==> src/rtl/err_seq_fe_pkg.sv <==
package err_seq_fe_pkg;

    localparam int NSYM  = 4;   // symbols per received word
    localparam int NINFO = 3;   // information bits per word

    typedef logic [NINFO-1:0] info_t;

    // encoder memory: word one step back and two steps back
    typedef struct packed {
        info_t d1;
        info_t d2;
    } enc_mem_t;

    // parity of (1+D) x1 + (1+D^2) x2 + (1+D+D^2) x3
    function automatic logic parity_of(info_t u, enc_mem_t m);
        return (u[0] ^ m.d1[0]) ^ (u[1] ^ m.d2[1]) ^ (u[2] ^ m.d1[2] ^ m.d2[2]);
    endfunction

    // code word: position 0 parity, positions 1..3 information bits
    function automatic logic [NSYM-1:0] code_of(info_t u, logic p);
        return {u, p};
    endfunction

    function automatic enc_mem_t mem_step(info_t u, enc_mem_t m);
        enc_mem_t n;
        n.d1 = u;
        n.d2 = m.d1;
        return n;
    endfunction

endpackage

==> src/rtl/esf_slicer.sv <==
module esf_slicer
    import err_seq_fe_pkg::*;
#(
    parameter int QBITS = 3
) (
    input  logic [NSYM*QBITS-1:0] rx,
    output info_t                 u_hat,
    output logic                  par_hard
);
    logic [NSYM-1:0] hard;

    for (genvar j = 0; j < NSYM; j++) begin : g_msb
        assign hard[j] = rx[j*QBITS + QBITS - 1];
    end

    // right inverse of the systematic generator: pick the information positions
    assign u_hat    = hard[NSYM-1:1];
    assign par_hard = hard[0];
endmodule

==> src/rtl/esf_reencoder.sv <==
module esf_reencoder
    import err_seq_fe_pkg::*;
(
    input  logic  clk,
    input  logic  rst,
    input  logic  adv,
    input  info_t u,
    output logic  p
);
    enc_mem_t mem_q;

    assign p = parity_of(u, mem_q);

    always_ff @(posedge clk) begin
        if (rst) begin
            mem_q <= '0;
        end else if (adv) begin
            mem_q <= mem_step(u, mem_q);
        end
    end
endmodule

==> src/rtl/esf_err_merge.sv <==
module esf_err_merge
    import err_seq_fe_pkg::*;
#(
    parameter int QBITS = 3
) (
    input  logic [NSYM*QBITS-1:0] rx,
    input  logic [NSYM-1:0]       v,
    output logic [NSYM*QBITS-1:0] err
);
    for (genvar j = 0; j < NSYM; j++) begin : g_sym
        assign err[j*QBITS +: QBITS] = rx[j*QBITS +: QBITS] ^ {QBITS{v[j]}};
    end
endmodule

==> src/rtl/esf_delay_line.sv <==
module esf_delay_line
    import err_seq_fe_pkg::*;
#(
    parameter int DEPTH = 12
) (
    input  logic  clk,
    input  logic  rst,
    input  logic  adv,
    input  info_t din,
    output info_t tail
);
    info_t stage_q [DEPTH];

    assign tail = stage_q[DEPTH-1];

    always_ff @(posedge clk) begin
        if (rst) begin
            for (int i = 0; i < DEPTH; i++) stage_q[i] <= '0;
        end else if (adv) begin
            for (int i = DEPTH - 1; i > 0; i--) stage_q[i] <= stage_q[i-1];
            stage_q[0] <= din;
        end
    end
endmodule

==> src/rtl/err_seq_front_end.sv <==
module err_seq_front_end
    import err_seq_fe_pkg::*;
#(
    parameter int QBITS      = 3,
    parameter int CONSTR_LEN = 2
) (
    input  logic                  clk,
    input  logic                  rst,
    input  logic                  in_valid,
    output logic                  in_ready,
    input  logic [NSYM*QBITS-1:0] rx_word,
    input  logic [NINFO-1:0]      dec_est,
    output logic                  out_valid,
    input  logic                  out_ready,
    output logic [NSYM*QBITS-1:0] err_word,
    output logic [NINFO-1:0]      info_word
);
    localparam int DEPTH  = 6 * CONSTR_LEN;
    localparam int WORD_W = NSYM * QBITS;

    typedef struct packed {
        logic              vld;
        logic [WORD_W-1:0] err;
        info_t             info;
    } out_rec_t;

    out_rec_t          out_q;
    info_t             u_hat;
    info_t             u_old;
    logic              par_hard;
    logic              p_hat;
    logic              accept;
    logic [NSYM-1:0]   v_word;
    logic [WORD_W-1:0] err_next;

    assign in_ready = !out_q.vld || out_ready;
    assign accept   = in_valid && in_ready;

    esf_slicer #(.QBITS(QBITS)) i_slicer (
        .rx       (rx_word),
        .u_hat    (u_hat),
        .par_hard (par_hard)
    );

    esf_reencoder i_reenc (
        .clk (clk),
        .rst (rst),
        .adv (accept),
        .u   (u_hat),
        .p   (p_hat)
    );

    assign v_word = code_of(u_hat, p_hat);

    esf_err_merge #(.QBITS(QBITS)) i_merge (
        .rx  (rx_word),
        .v   (v_word),
        .err (err_next)
    );

    esf_delay_line #(.DEPTH(DEPTH)) i_dly (
        .clk  (clk),
        .rst  (rst),
        .adv  (accept),
        .din  (u_hat),
        .tail (u_old)
    );

    always_ff @(posedge clk) begin
        if (rst) begin
            out_q <= '0;
        end else if (accept) begin
            out_q.vld  <= 1'b1;
            out_q.err  <= err_next;
            out_q.info <= u_old ^ dec_est;
        end else if (out_ready) begin
            out_q.vld <= 1'b0;
        end
    end

    assign out_valid = out_q.vld;
    assign err_word  = out_q.err;
    assign info_word = out_q.info;

    logic unused_par;
    assign unused_par = par_hard;
endmodule

==> config.mk <==
export PLATFORM = sky130hd
export DESIGN_NAME = err_seq_front_end
export DESIGN_NICKNAME = d
export VERILOG_FILES = /design/src/rtl/err_seq_fe_pkg.sv /design/src/rtl/esf_slicer.sv /design/src/rtl/esf_reencoder.sv /design/src/rtl/esf_err_merge.sv /design/src/rtl/esf_delay_line.sv /design/src/rtl/err_seq_front_end.sv
export SDC_FILE = /design/constraint.sdc
export NUM_CORES = 1
export LEC_CHECK = 0
export ABC_CLOCK_PERIOD_IN_PS = 5100
export BUFFER_PORTS_ARGS = -buffer_cell sky130_fd_sc_hd__buf_2
export CORE_MARGIN = 4
export CORE_UTILIZATION = 55
export DETAILED_ROUTE_END_ITERATION = 6
export PLACE_DENSITY = 0.79
export SLEW_MARGIN = 20
export SYNTH_ARGS = -nofsm -noshare
export SYNTH_HDL_FRONTEND = slang
export SYNTH_SLANG_ARGS = --single-unit
==> constraint.sdc <==
create_clock -name clk -period 5.1 [get_ports clk]
set_input_delay 0.765 -clock clk [delete_from_list [all_inputs] [get_ports clk]]
set_output_delay 0.765 -clock clk [all_outputs]
set_load 0.01 [all_outputs]
==> flow_metrics.env, run 1 <==
export IMPL_ys_types=17
export IMPL_hp_start="i_reenc.mem_q[4]"
export IMPL_die_w_um=69.3
export IMPL_routabilityCongestion=0.734
export IMPL_vias=1141
export IMPL_root_buffer="clkbuf_8"
export IMPL_die_y_um=69.3
export IMPL_synth_top_area_share_pct=52.3
export IMPL_core_mm2=0.00363
export IMPL_cts_resized=0
export IMPL_synth_area_leader_cell="edfxtp_1"
export IMPL_grt_max_degree=54
export IMPL_numClockSinks=54
export IMPL_design_die_area_mm2=0.00480
export IMPL_num_rows=22
export IMPL_end_kind="primary output"
export IMPL_use_met3_pct=4.64
export IMPL_rsz0062_at_grt="false"
export IMPL_setup_tns_ns=0
export IMPL_cpLargestDelayFamily="buffers and inverters"
export IMPL_cts_tree="done"
export IMPL_synth_area_top_cells="edfxtp_1, dfxtp_1, and2_1, a22o_1, xor2_1"
export IMPL_io_pins=36
export IMPL_finalHoldViolCount=0
export IMPL_syn_avg_cell_area_um2=14.8
export IMPL_ir_drop_mv=0.200
export IMPL_gr_usage_met2_pct=21.4
export IMPL_portBuffers=32
export IMPL_cp_slowest_stage_delay_ns=0.18
export IMPL_start_kind="primary input"
export IMPL_finalCritPeriodShare_pct=38.6
export IMPL_grt_pass1_wl_mm=5.35
export IMPL_ant_nets=0
export IMPL_fin_crit_ns=1.97
export IMPL_maxSlewViolCount=0
export IMPL_cts_max_level=2
export IMPL_antenna_found_initial=0
export IMPL_syn_to_final_growth_pct=14.4
export IMPL_grt_busiest_layer="met2"
export IMPL_num_antenna_cells=0
export IMPL_synthCells=140
export IMPL_hpwlAfterDp_mm=2.01
export IMPL_critPathMaxFanout=4
export IMPL_start_util_pct=56.9
export IMPL_crit_top_cell="buf_2"
export IMPL_drive_gt1_share_pct=25.6
export IMPL_cts_inserted_buffers=5
export IMPL_critPathBufInv=2
export IMPL_worstSetupPathType="primary input to primary output"
export IMPL_track_usage_pct=14.3
export IMPL_first_global_vias=1116
export IMPL_timing_rr_start="out_valid"
export IMPL_path_clk_slew_ns=0.09
export IMPL_grt_overflow=0
export IMPL_routedWlPerCell_um=14.1
export IMPL_startpoint="out_ready"
export IMPL_synth_seq_cells=54
export IMPL_vias_per_cell=5.09
export IMPL_critPathSlowestCell="nand2b_1"
export IMPL_worstPathRequired_ns=4.34
export IMPL_worstPathCellList="buf_2 > nand2b_1 > buf_2"
export IMPL_final_setup_viol_count=0
export IMPL_post_cts_buffers=0
export IMPL_status="finished clean"
export IMPL_drc_errors=0
export IMPL_p_per_area_mw_per_mm2=352
export IMPL_first_iter_violations=86
export IMPL_clk_latency_ns=0.30
export IMPL_p_leak_nw=1.03
export IMPL_yosys_warnings=0
export IMPL_postCtsHoldBufs=0
export IMPL_grt_use_met1_pct=18.6
export IMPL_skew_ns=0.00205
export IMPL_yosysSeqAreaShare_pct=69.7
export IMPL_fmax_mhz=509
export IMPL_nets=194
export IMPL_crit_arrival_ns=1.20
export IMPL_total_power_mw=0.832
export IMPL_clock_path_buffers=2
export IMPL_dr_pass1_iters=4
export IMPL_netlist_area_mm2=0.00207
export IMPL_routed_wl_mm=3.15
export IMPL_hp_class="flip-flop to flip-flop"
export IMPL_cap_violations=0
[worst register-to-register path, delay by kind of cell, from the launching register on]
kind | cells | cell delay [ns]
flops | 1 | 0.32
simple gates | 1 | 0.13
buf+inv | 3 | 0.65
compound gates | 1 | 0.09
[area by class of cell]
| class | count | area (um^2) |
|---|---|---|
| clock buffers | 7 | 86.3 |
| clock inverters | 1 | 5.00 |
| fillers | 272 | 1270 |
| inverters | 2 | 7.51 |
| multi-input cells | 77 | 582 |
| flip-flops and latches | 54 | 1440 |
| well taps | 48 | 60.1 |
| repair buffers | 35 | 183 |
[path summary, 6_finish.rpt]
path,depth (start not counted),endpoint,slack (ns)
worst max-delay path,3,in_ready,3.13
worst min-delay path,1,i_reenc.mem_q[1],0.48
worst max register to register,5,i_dly.stage_q[0][5],3.56
worst min register to register,1,i_reenc.mem_q[1],0.48
[cells in the final DEF (no fill, tap or decap)]
master	Yosys	final
clkbuf_1	5	1
edfxtp_1	36	36
a21oi_1	2	2
clkbuf_8	0	6
dfxtp_1	18	18
xnor3_2	1	1
nand2_1	1	1
and2_2	1	1
buf_4	3	3
buf_2	1	32
clkinv_2	0	1
and2_1	35	35
nor2_2	0	1
xor2_1	14	14
conb_1	1	3
nand2b_1	1	1
inv_1	2	2
a22o_1	17	17
xnor3_1	1	1
[through the flow]
step	worst slack, ns	utilization, %	hold slack (ns)	area, um^2	cells
2_1_floorplan	2.57	-	0.443	2070	142
3_5_place_dp	2.99	62.6	0.465	2270	216
3_3_place_gp	3.07	62.6	0.457	2270	216
4_1_cts	3.14	65.1	0.483	2360	224
6_report	3.13	65.1	0.482	2360	224
5_1_grt	3.10	65.1	0.510	2360	224
[power by group]
group          switching [mW]  internal [mW]  leakage, nW
clock                   0.128          0.110       0.0482
sequential             0.0112          0.500        0.543
combinational          0.0442         0.0387        0.439
total                   0.184          0.648         1.03
[cell usage after synthesis]
| cell | n |
|---|---|
| edfxtp_1 | 36 |
| and2_1 | 35 |
| dfxtp_1 | 18 |
| a22o_1 | 17 |
| xor2_1 | 14 |
| clkbuf_1 | 5 |
| buf_4 | 3 |
| a21oi_1 | 2 |
| inv_1 | 2 |
| and2_2 | 1 |
| buf_2 | 1 |
| conb_1 | 1 |
| nand2_1 | 1 |
| nand2b_1 | 1 |
| nor2_1 | 1 |
| xnor3_1 | 1 |
| xnor3_2 | 1 |
[per-layer routing]
metal,up-vias,wire (um)
met5,-,0
met4,0,55
met3,7,110
met2,16,1560
met1,570,1420
li1,548,-
[flip-flops by register name (all words and copies together), names as in the netlist]
register       flops
i_dly.stage_q     36
err_word           9
i_reenc.mem_q      5
out_valid          1
info_word          3
[cells by family after synthesis]
logic type             synth area share (%)
AO/OA/AOI/OAI                          7.69
XOR/XNOR                               8.17
buffers and inverters                  2.60
flip-flops                             69.7
other                                 0.181
AND/OR/NAND/NOR                        11.6
(Power assumes the default switching activity.)
==> inputs of run 2 (changes only) <==
Settings changed: ABC_CLOCK_PERIOD_IN_PS 5100 to 1590, CORE_UTILIZATION 55 to 49, PLACE_DENSITY 0.79 to 0.74.
Clock period 5.1 ns to 1.59 ns, I/O delays scaled along.
==> run 2 against run 1 <==
  * Clock power rose to 3.1 times the previous value
  * Sequential share of layout area down 1.6 points
  * Global-route usage fell by 1.4 points
  * Register-to-register slack worse by 3.5 ns
  * Sequential power grew to 3.2 times the previous value
  * Hold slack worse by 0.23 ns
  * Critical endpoint is now err_word[2]
==> flow_metrics.env, run 2 (synthesis gave the netlist of run 1 again) <==
export IMPL_fin_ws_ns=0.0837
export IMPL_path_clk_slew_ns=0.09
export IMPL_first_global_vias=1097
export IMPL_start_kind="flip-flop"
export IMPL_num_antenna_cells=0
export IMPL_cts_tree="done"
export IMPL_io_pins=36
export IMPL_die_w_um=73.0
export IMPL_regMostFlops="i_dly.stage_q"
export IMPL_slew_headroom_pct=60.8
export IMPL_grt_max_degree=37
export IMPL_rsz0062_at_grt="false"
export IMPL_p_leak_nw=1.06
export IMPL_start_util_pct=51.3
export IMPL_hpwlAfterDp_mm=2.20
export IMPL_nets=197
export IMPL_design_die_area_mm2=0.00532
export IMPL_cap_violations=0
export IMPL_worstSetupPathType="flip-flop to flip-flop"
export IMPL_finalHoldViolCount=0
export IMPL_cts_resized=1
export IMPL_root_buffer="clkbuf_8"
export IMPL_postCtsHoldBufs=0
export IMPL_finalCritPeriodShare_pct=94.7
export IMPL_track_usage_pct=12.8
export IMPL_cts_max_level=2
export IMPL_hp_class="primary input to flip-flop"
export IMPL_syn_to_final_growth_pct=17.8
export IMPL_hold_depth=2
export IMPL_first_iter_violations=90
export IMPL_reg2reg_depth=4
export IMPL_grt_pass1_wl_mm=5.15
export IMPL_dp_slack_ns=-0.190
export IMPL_clock_path_buffers=2
export IMPL_skew_ns=0.00723
export IMPL_grt_overflow=0
export IMPL_post_cts_buffers=0
export IMPL_cts_inserted_buffers=5
export IMPL_vias=1116
export IMPL_numClockSinks=54
export IMPL_routedWlPerCell_um=13.9
export IMPL_largest_reg_flops=36
export IMPL_ir_drop_mv=0.724
export IMPL_tightest_slew_ns=0.586
export IMPL_antenna_found_initial=0
export IMPL_core_mm2=0.00403
export IMPL_clk_latency_ns=0.29
export IMPL_worstPathRequired_ns=1.78
export IMPL_place_area_mm2=0.00234
export IMPL_layoutNonFillerInstCount=229
export IMPL_layout_commonest_cell="edfxtp_1"
export IMPL_portBuffers=32
export IMPL_end_kind="flip-flop"
export IMPL_dr_pass1_iters=4
export IMPL_fmax_mhz=664
export IMPL_p_per_area_mw_per_mm2=1100
export IMPL_drive_gt1_share_pct=29.6
export IMPL_critPathMaxFanout=3
export IMPL_die_y_um=73.0
export IMPL_drc_errors=0
export IMPL_stdcell_area_mm2=0.00243
export IMPL_final_setup_viol_count=0
export IMPL_maxSlewViolCount=0
export IMPL_whs_ns=0.252
export IMPL_routed_wl_mm=3.17
export IMPL_num_rows=23
export IMPL_fin_crit_ns=1.51
export IMPL_dp_cells=221
export IMPL_vias_per_cell=4.87
export IMPL_ant_nets=0
export IMPL_final_cell_mix="edfxtp_1, and2_1, buf_2"
export IMPL_crit_arrival_ns=1.69
export IMPL_routabilityCongestion=0.789
export IMPL_status="finished clean"
[run 2: cell count changes in the layout (fill, tap and decap cells not counted), sizes merged]
cell	delta
inv	-1
clkinvlp	+1
buf	+3
[run 2: through the flow]
stage / setup TNS, ns / total power [mW] / utilization [%]
finish: 0 / 2.67 / 60.4
global route: 0 / 2.79 / 60.4
CTS: 0 / 2.71 / 60.4
detailed placement: -4.94 / 1.96 / 58.0
global placement: -3.18 / 1.94 / 58.0
floorplan: -4.13 / 1.84 / -
[run 2: final timing paths]
kind                                  startpoint               end  slack, ns
worst min-delay path                  rx_word[5]  i_reenc.mem_q[3]       0.25
worst min register to register      info_word[0]      info_word[0]       0.48
worst max register to register  i_reenc.mem_q[1]       err_word[2]       0.08
worst max-delay path            i_reenc.mem_q[1]       err_word[2]       0.08
[run 2: critical path, stage by stage (launching register included)]
cell     delay, ns
dfxtp_1       0.35
xnor3_1       0.40
xnor3_2       0.28
xor2_1        0.17
a22o_1        0.19
[run 2: per-layer routing]
metal | global-route usage, % | part of all wire, % | vias up
li1 | - | - | 558
met1 | 16.9 | 45 | 537
met2 | 20.4 | 50 | 19
met3 | 4.41 | 4.4 | 2
met4 | 3.28 | 0.54 | 0
met5 | 0 | 0 | -
[run 2: final cells by class]
| class | count | area [um^2] |
|---|---|---|
| Clock buffer | 7 | 87.6 |
| Clock inverter | 1 | 5.00 |
| Fill cell | 323 | 1590 |
| Inverter | 2 | 11.3 |
| Multi-Input combinational cell | 77 | 606 |
| Sequential cell | 54 | 1450 |
| Tap cell | 50 | 62.6 |
| Timing Repair Buffer | 38 | 218 |
[run 2: where the power goes]
group          internal [mW]  switching, mW  total (mW)  leakage (nW)
clock                  0.358          0.390       0.747        0.0512
combinational          0.136          0.150       0.286         0.461
sequential              1.60         0.0358        1.64         0.543
total                   2.10          0.576        2.67          1.06
